## config.mk

```make
export PLATFORM = sky130hd
export DESIGN_NAME = fault_permit_guard
export DESIGN_NICKNAME = d
export VERILOG_FILES = /design/src/rtl/fault_permit_guard.sv
export SDC_FILE = /design/constraint.sdc
export NUM_CORES = 1
export LEC_CHECK = 0
export BUFFER_PORTS_ARGS = -buffer_cell sky130_fd_sc_hd__clkbuf_2
export CELL_PAD_IN_SITES_DETAIL_PLACEMENT = 0
export CELL_PAD_IN_SITES_GLOBAL_PLACEMENT = 1
export CORE_AREA = 4 4 41 43
export DETAILED_ROUTE_END_ITERATION = 10
export DIE_AREA = 0 0 45 47
export GPL_ROUTABILITY_DRIVEN = 0
export PLACE_DENSITY_LB_ADDON = 0.15
export RECOVER_POWER = 100
export SYNTH_ARGS = -nofsm -noshare
export SYNTH_HDL_FRONTEND = slang
export SYNTH_SLANG_ARGS = --single-unit
```

## constraint.sdc

```tcl
create_clock -name clk -period 1 [get_ports clk]
set_clock_uncertainty 0.15 [all_clocks]
set_input_delay 0.1 -clock clk [delete_from_list [all_inputs] [get_ports clk]]
set_output_delay 0.1 -clock clk [all_outputs]
set_load 0.01 [all_outputs]
```

## src/rtl/fault_permit_guard.sv

```systemverilog
module fault_permit_guard #(
  parameter int FILT_LEN = 2
) (
  input  logic       clk,
  input  logic       rst_n,
  input  logic       por_ok,
  input  logic       temp_flt,
  input  logic       curr_flt,
  input  logic       en,
  input  logic [1:0] mode,
  output logic       stage_on,
  output logic       temp_latched,
  output logic       curr_latched,
  output logic       osc_run
);
  localparam int CW = (FILT_LEN > 1) ? $clog2(FILT_LEN) : 1;
  localparam logic [CW-1:0] LIM = CW'(FILT_LEN - 1);

  logic       standby;
  logic       clr;
  logic [1:0] flt_in;
  logic [1:0] flt_lat;

  assign standby = (mode == 2'b00);
  assign clr     = standby | ~por_ok;
  assign flt_in  = {curr_flt, temp_flt};

  for (genvar g = 0; g < 2; g++) begin : g_chan
    logic [CW-1:0] run;
    logic          lat;

    always_ff @(posedge clk or negedge rst_n) begin
      if (!rst_n) begin
        run <= '0;
        lat <= 1'b0;
      end else if (clr) begin
        run <= '0;
        lat <= 1'b0;
      end else if (flt_in[g]) begin
        run <= (run == LIM) ? LIM : run + 1'b1;
        if (run == LIM) lat <= 1'b1;
      end else begin
        run <= '0;
      end
    end

    assign flt_lat[g] = lat;
  end

  assign temp_latched = flt_lat[0];
  assign curr_latched = flt_lat[1];
  assign osc_run      = ~standby;
  assign stage_on     = por_ok & en & ~standby & ~|flt_lat;

  assert_set_needs_heat_R2: assert property (@(posedge clk) disable iff (!rst_n)
    $rose(temp_latched) |-> $past(temp_flt));

  assert_set_needs_current_R3: assert property (@(posedge clk) disable iff (!rst_n)
    $rose(curr_latched) |-> $past(curr_flt));

  assert_hold_heat_R4: assert property (@(posedge clk) disable iff (!rst_n)
    (temp_latched && por_ok && mode != 2'b00) |=> temp_latched);

  assert_hold_current_R4: assert property (@(posedge clk) disable iff (!rst_n)
    (curr_latched && por_ok && mode != 2'b00) |=> curr_latched);

  assert_clear_on_supply_R5: assert property (@(posedge clk) disable iff (!rst_n)
    !por_ok |=> (!temp_latched && !curr_latched));

  assert_clear_on_standby_R6: assert property (@(posedge clk) disable iff (!rst_n)
    (mode == 2'b00) |=> (!temp_latched && !curr_latched));

  assert_standby_quiet_R6: assert property (@(posedge clk) disable iff (!rst_n)
    (mode == 2'b00) |-> (!osc_run && !stage_on));

  assert_latch_blocks_R8: assert property (@(posedge clk) disable iff (!rst_n)
    (temp_latched || curr_latched) |-> !stage_on);
endmodule

```

Yosys cells after proc, flatten, opt, wreduce, memory -nomap -nowiden
Index checks and enable logic that the tools add are counted.
{"block": "word_totals", "reg_bits": 4}
{"block": "classes", "addsub": 2, "mux": 12, "bitwise_logic": 6, "reduce_logical": 9}
{"operator": "$mux W1", "count": 12}
{"operator": "$reduce_bool A2 Y1", "count": 4}
{"operator": "$reduce_and A2 Y1", "count": 2}
{"operator": "$and A1 B1 Y1", "count": 3}
{"operator": "$add A1 B1 Y1 const B", "count": 2}
{"operator": "$logic_not A2 Y1", "count": 1}
{"operator": "$not A1 Y1", "count": 2}
{"operator": "$reduce_or A2 Y1", "count": 1}
{"operator": "$logic_not A1 Y1", "count": 1}
{"operator": "$or A1 B1 Y1", "count": 1}

Longest topological paths before layout
Gate-level depths: netlist of the first run.
{"block": "logic_depth", "word_depth": 4, "ltp_mapped": 2, "depth_no_buf": 2}

Least setup slack after synthesis of the first run
Ideal clock, no wire load.
{"block": "synth_timing", "kind": "reg2out", "startpoint": "register g_chan[1].lat (netlist: curr_latched)", "endpoint": "output port stage_on", "arrival_ps": 787, "required_ps": 750, "slack_ps": -37, "path_stages_with_launch": 2, "path_buffers": 0, "cell_sequence": "dfrtp_1 > nor4b_2"}
{"block": "synth_via", "elab_chain_cells": 3}
{"element": "from (decl)", "line": "30", "text": "logic lat;"}
{"element": "from (signal assigned)", "line": "35", "text": "lat <= 1'b0;"}
{"element": "from (signal assigned)", "line": "38", "text": "lat <= 1'b0;"}
{"element": "from (signal assigned)", "line": "41", "text": "if (run == LIM) lat <= 1'b1;"}
{"element": "$reduce_or A2 Y1", "line": "53", "text": "assign stage_on = por_ok & en & ~standby & ~|flt_lat;"}
{"element": "$logic_not A1 Y1", "line": "53"}
{"element": "$and A1 B1 Y1", "line": "53"}
{"element": "to (decl)", "line": "11", "text": "output logic stage_on,"}
No other way between the ends.

Worst setup path in the final report of the first run
Same ends and word-level chain as after synthesis.

==> metrics.txt, run 1 <==
Cell Pwr Density between 1000 and 1500 nW/um^2; post-route setup slack -0.293 ns; CP required around 0.75 ns; initial drt markers 0; crit path capture type output port; critical path class flip-flop to output port; vias per cell around 3.8; crit share post-route 129%; Slowest cell on crit path dfrtp_1; Num CTS Buffers 3; Final nets 46; Cell Int Power 353 uW; Max Clk Rate about 770 MHz; Die Width approximately 45 um; Post-Syn Area per Cell around 12 um^2; IO Port Bufs 11; Worst VDD drop about 0.00038 V; Cell variety after synth 7; final hold viol count 0; via count 192; Post-route DRC 0; vias in the first global route 226; worst-path maximum fanout 2; CP cell instances nor4b_4 -> buf_2; Syn Nets 21; Antenna diodes 0; cell taking the most area after synthesis dfrtp_1; Setup violations, final 5; share of layout cells above drive strength 1 between 50% and 60%; Least-Margin Pin Slew approximately 0.3 ns; largest family of logic cells by synthesized area simple AND/OR/NAND/NOR gates; Fillers ~160; vertical die dimension 47 um; Final min period between 1 and 1.5 ns; part of the power in registers approximately two fifths; io pins 12; slowest stage delay, CP about 0.39 ns; Synth Instances 13; Routed Wire Length roughly 430 um; first-pass GRT wire length 834 um; Site Rows 13; Setup WS pre-CTS -0.0613 ns; Ys Warns 0; startpoint types flip-flop; post-synthesis mux area share 0%; initial antenna violation count 0; Seq/Total Area, Yosys roughly 64%; combinational share of power between 10% and 20%; Final Max Slew Viols 0; Post-Synth XOR/XNOR Area 0%; #FFs+latches synth 4; Synth top area share around 64%; Worst-Skew Late Latency 0.23 ns; status finished with violations; drt first pass iters 1; compound-cell area share of the yosys netlist under 10%; Clock Pin Slew Worst Setup and Hold Paths about 0.040 ns; Psw between 100 and 150 uW; Initial Utilization roughly an eighth; mapped cell area between 150 and 200 um^2; Clock Path Buffers 2; Routed wire per std cell 8.43 um; relative slew slack approximately four fifths; core area about 1300 um^2; # Max-Cap Violations 0; H-tree levels 1; Area Growth Syn to Fin 134%; Leak around 0.00018 uW; synth top area cells dfrtp_1 (64%), nor4b_2 (9.6%), and3_1 (8.0%), a21oi_1 (6.4%), nor2_1 (4.8%); Synth Area in Adders 0%; Sink Count 4; Synth Area in Simple Gates 26.4%; Arr. time, crit path between 1 and 1.5 ns; GRT overflow 0; CTS tree built; largest net degree at the start of global routing 5; Tot GR Track Use around 6.3%; Finished Core Util between 20 and 30%; RSZ-0062 raised after global routing true; Clk pwr share between 40 and 50%; type of the most critical hold path input pin to async pin; failing checks negative setup slack; Antenna Nets Post-Route 0; switching share of power approximately 22%; CTS root buffer clkbuf_4; die area 2120 um^2
-- critical path: cells and delay by family (launching register included) --
kind                   cells  cell delay, ns
DFF                        1            0.39
and+or+nand+nor            1            0.26
buffers and inverters      1            0.16
-- flip-flops by register name, indices dropped and copies added (netlist names) --
signal,count
curr_latched,1
g_chan.run,2
temp_latched,1
-- power groups by stage --
stage | clock, uW | combinational (uW) | sequential [uW]
floorplan | 0 | 19.8 | 177
CTS | 217 | 76.8 | 174
global placement | 0 | 56.3 | 175
finish | 203 | 77.5 | 174
global route | 237 | 86.3 | 174
detailed placement | 0 | 56.7 | 175
-- synthesized netlist by cell type --
master and n:
o21ai_1 1, nor2_1 2, a21oi_1 2, dfrtp_1 4
nor4b_2 1, or2_1 1, and3_1 2
-- cell families after synthesis --
kind of cell / count (synthesis)
DFF: 4
AOI/OAI and AO/OA: 3
and+or+nand+nor: 6
-- metrics by stage --
stage                     hold WS (ns)  instance area [um^2]  setup TNS (ns)  instances  total power [uW]
after floorplan                 -0.346                   165        -0.00782         13               196
after global placement          -0.237                   262         -0.0505         42               231
after detailed placement        -0.234                   262         -0.0613         42               232
after CTS                       0.0502                   354          -0.778         51               467
after global routing            0.0983                   365          -0.923         51               497
final                           0.0808                   365          -0.719         51               454
-- final timing paths --
kind                               start       endpoint  slack [ns]  depth (start not counted)
max                         curr_latched       stage_on       -0.29                          2
min                                rst_n   curr_latched        0.08                          2
max reg2reg                 curr_latched   curr_latched       -0.03                          4
min reg2reg                g_chan[1].run   curr_latched        0.34                          2
max in group asynchronous          rst_n  g_chan[0].run        0.43                          2
min in group clk                 mode[0]  g_chan[0].run        0.11                          3
-- routing by layer --
| layer | vias to the layer above | global-route usage [%] | share of wire (%) |
|---|---|---|---|
| met3 | 0 | 2.30 | 9.8 |
| met1 | 90 | 5.72 | 39 |
| met5 | - | 0 | 0 |
| li1 | 93 | - | - |
| met4 | 0 | 10.5 | 0 |
| met2 | 9 | 8.76 | 51 |
-- layout make-up --
type,count,area [um^2],area share [%]
Timing Repair Buffer,20,151,41.4
Clock buffer,3,22.5,6.16
Multi-Input combinational cell,9,72.6,19.9
Tap cell,15,18.8,5.14
Sequential cell,4,100,27.4
-- cell usage in the layout, fill, tap and decap left out, drive strengths merged --
master,Yosys,final
or2,1,1
dfrtp,4,4
clkbuf,0,11
a21oi,2,2
dlygate4sd3,0,4
o21ai,1,1
nor2,2,2
and3,2,2
buf,0,8
nor4b,1,1
-- timing repair --
action | CTS | global route
resized for setup | 4 | 7
cloned | 0 | 0
setup endpoints to repair | 3 | 5
endpoints found under the hold margin | 8 | 0
hold buffers | 4 | 0
buffers inserted | 2 | 1
pin swaps | 0 | 1
Power figures use the tool's default switching activity.
==> run 2: changes to the inputs <==
- clock period: 1 -> 1.2 ns (I/O delays scaled with it)
==> run 2 against run 1 <==
  * The flow still finishes with violations (negative setup slack)
  * Power down 22%
  * First-iteration DRC count up 1
  * Global-route usage down 0.86 points
==> metrics.txt, run 2 (synthesis results as in run 1) <==
status finished with violations (unchanged); failing checks negative setup slack (unchanged); Final min period ~1.3 ns; commonest non-fill, non-tap cells in the layout clkbuf_2 (6), dfrtp_1 (4), dlygate4sd3_1 (4), clkbuf_1 (4), clkbuf_4 (3) (was buf_6 (5), dfrtp_1 (4), dlygate4sd3_1 (4), clkbuf_1 (4), clkbuf_2 (4)); Clk pwr share 46.1% (was 44.6%); final hold viol count 0 (unchanged); met2 Use GR 6.21% (was 8.76%); slowest stage delay, CP 0.37 ns (was 0.39 ns); Finished Core Util 22.7% (was 28.1%); Clock Path Buffers 2 (unchanged); core area 1300 um^2 (unchanged); Worst VDD drop 0.000307 V (was 0.000378 V); Largest register FFs 2 (unchanged); GRT overflow 0 (unchanged); largest net degree at the start of global routing 5 (unchanged); CTS tree built (unchanged); Final TNS setup -0.0833 ns (was -0.719 ns); Worst R2R Setup Slack 0.26 ns (was -0.03 ns); vertical die dimension 47 um (unchanged); Post-route DRC 0 (unchanged); Sink Count 4 (unchanged); Area Growth Syn to Fin 88.8% (was 134%); io pins 12 (unchanged); switching share of power 20.8% (was 22.3%); part of the power in registers 40.7% (was 38.3%); Psw 73.4 uW (was 101 uW); Final Max Slew Viols 0 (unchanged); Tot GR Track Use 5.47% (was 6.33%); Site Rows 13 (unchanged); Leak 0.000147 uW (was 0.000180 uW); type of the most critical hold path input pin to flip-flop (was input pin to async pin); relative slew slack 80.5% (was 79.9%); Cell Pwr Density 1200 nW/um^2 (was 1240 nW/um^2); Antenna diodes 0 (unchanged); vias per cell 3.49 (was 3.76); worst-path maximum fanout 2 (unchanged); Setup violations, final 1 (was 5); initial antenna violation count 0 (unchanged); crit share post-route 107%; Fillers 158 (was 164); GR Util met3 5.36% (was 2.30%); startpoint types flip-flop (unchanged); H-tree levels 1 (unchanged); initial drt markers 1 (was 0); post-route setup slack -0.0833 ns (was -0.293 ns); CTS root buffer clkbuf_4 (unchanged); met1 Use GR 4.83% (was 5.72%); Antenna Nets Post-Route 0 (unchanged); via count 164 (was 192); Max Clk Rate roughly 780 MHz; CP cell instances nor4b_2 -> buf_2 (was nor4b_4 -> buf_2); Num CTS Buffers 3 (unchanged); Routed Wire Length 404 um (was 430 um); Clock Pin Slew Worst Setup and Hold Paths 0.04 ns (about the same); Least-Margin Pin Slew 0.291 ns (was 0.300 ns); combinational share of power 13.2% (was 17.1%); die area 2120 um^2 (unchanged); largest register by flop count g_chan.run (unchanged); share of layout cells above drive strength 1 37.5% (was 50.0%); RSZ-0062 raised after global routing true (unchanged); Slowest cell on crit path dfrtp_1 (unchanged); Die Width 45 um (unchanged); Worst-Skew Late Latency 0.23 ns (about the same); worst hold slack 0.0132 ns (was 0.0808 ns); crit path capture type output port (unchanged); Routed wire per std cell 8.60 um (was 8.43 um); Final nets 42 (was 46); vias in the first global route 188 (was 226); IO Port Bufs 11 (unchanged); critical path class flip-flop to output port (unchanged); commonest non-fill, non-tap cell in the layout clkbuf_2 (was buf_6); GRT busiest layer met4 (unchanged); CP required 0.93 ns (was 0.75 ns); Initial Utilization 12.0% (unchanged); Arr. time, crit path 1.01 ns (was 1.04 ns); Cell Int Power 280 uW (was 353 uW); # Max-Cap Violations 0 (unchanged); drt first pass iters 3 (was 1); first-pass GRT wire length 683 um (was 834 um)
run 2: changes by cell type in the layout (fill, tap and decap cells not counted), sizes merged:
cell    previous run  this run
clkbuf            11        13
buf                8         2
run 2: final timing paths:
| kind | start | to | cells after the start |
|---|---|---|---|
| max in group asynchronous | rst_n | curr_latched | 2 |
| worst max register to register | curr_latched | curr_latched | 3 |
| worst min-delay path | curr_flt | curr_latched | 3 |
| worst min register to register | g_chan[0].run | temp_latched | 2 |
| min in group asynchronous | rst_n | g_chan[0].run | 2 |
| worst max-delay path | curr_latched | stage_on | 2 |
run 2: per-layer routing:
| metal | vias to the layer above | share of wire (%) |
|---|---|---|
| li1 | 84 | - |
| met1 | 70 | 43 |
| met2 | 10 | 40 |
| met3 | 0 | 16 |
| met4 | 0 | 0 |
| met5 | - | 0 |
run 2: power by group through the flow:
| stage | clock (uW) | sequential (uW) | combinational (uW) |
|---|---|---|---|
| 2_1_floorplan | 0 | 147 | 13.7 |
| 3_3_place_gp | 0 | 146 | 37.3 |
| 3_5_place_dp | 0 | 146 | 37.5 |
| 4_1_cts | 173 | 144 | 49.5 |
| 5_1_grt | 182 | 144 | 53.1 |
| 6_report | 163 | 144 | 46.7 |
run 2: cell type report:
cell class                 count  area, um^2  area share [%]
sequential                     4         100            33.9
timing repair buffer          16        97.6            33.1
multi-input combinational      9        56.3            19.1
clock buffer                   3        22.5            7.63
tap                           15        18.8            6.36
run 2: what timing repair did:
action | in CTS | in global routing
pin swaps | 0 | 0
endpoints found under the hold margin | 6 | 0
hold buffers | 4 | 0
endpoints found under the setup margin | 1 | 1
setup buffers | 1 | 0
resized for setup | 0 | 1
run 2: per-stage QoR:
| stage | worst slack (ns) | total power (uW) | cell area, um^2 | std cells |
|---|---|---|---|---|
| after floorplan | 0.143 | 160 | 156 | 13 |
| after global placement | 0.133 | 183 | 230 | 39 |
| after detailed placement | 0.120 | 183 | 230 | 39 |
| after CTS | -0.114 | 367 | 300 | 47 |
| after global routing | -0.164 | 380 | 295 | 47 |
| final | -0.0833 | 353 | 295 | 47 |
run 2: worst max-delay path: cells and delay by family, from the launching register on:
family	cells	cell delay, ns
flops	1	0.37
simple gates	1	0.25
buf+inv	1	0.16
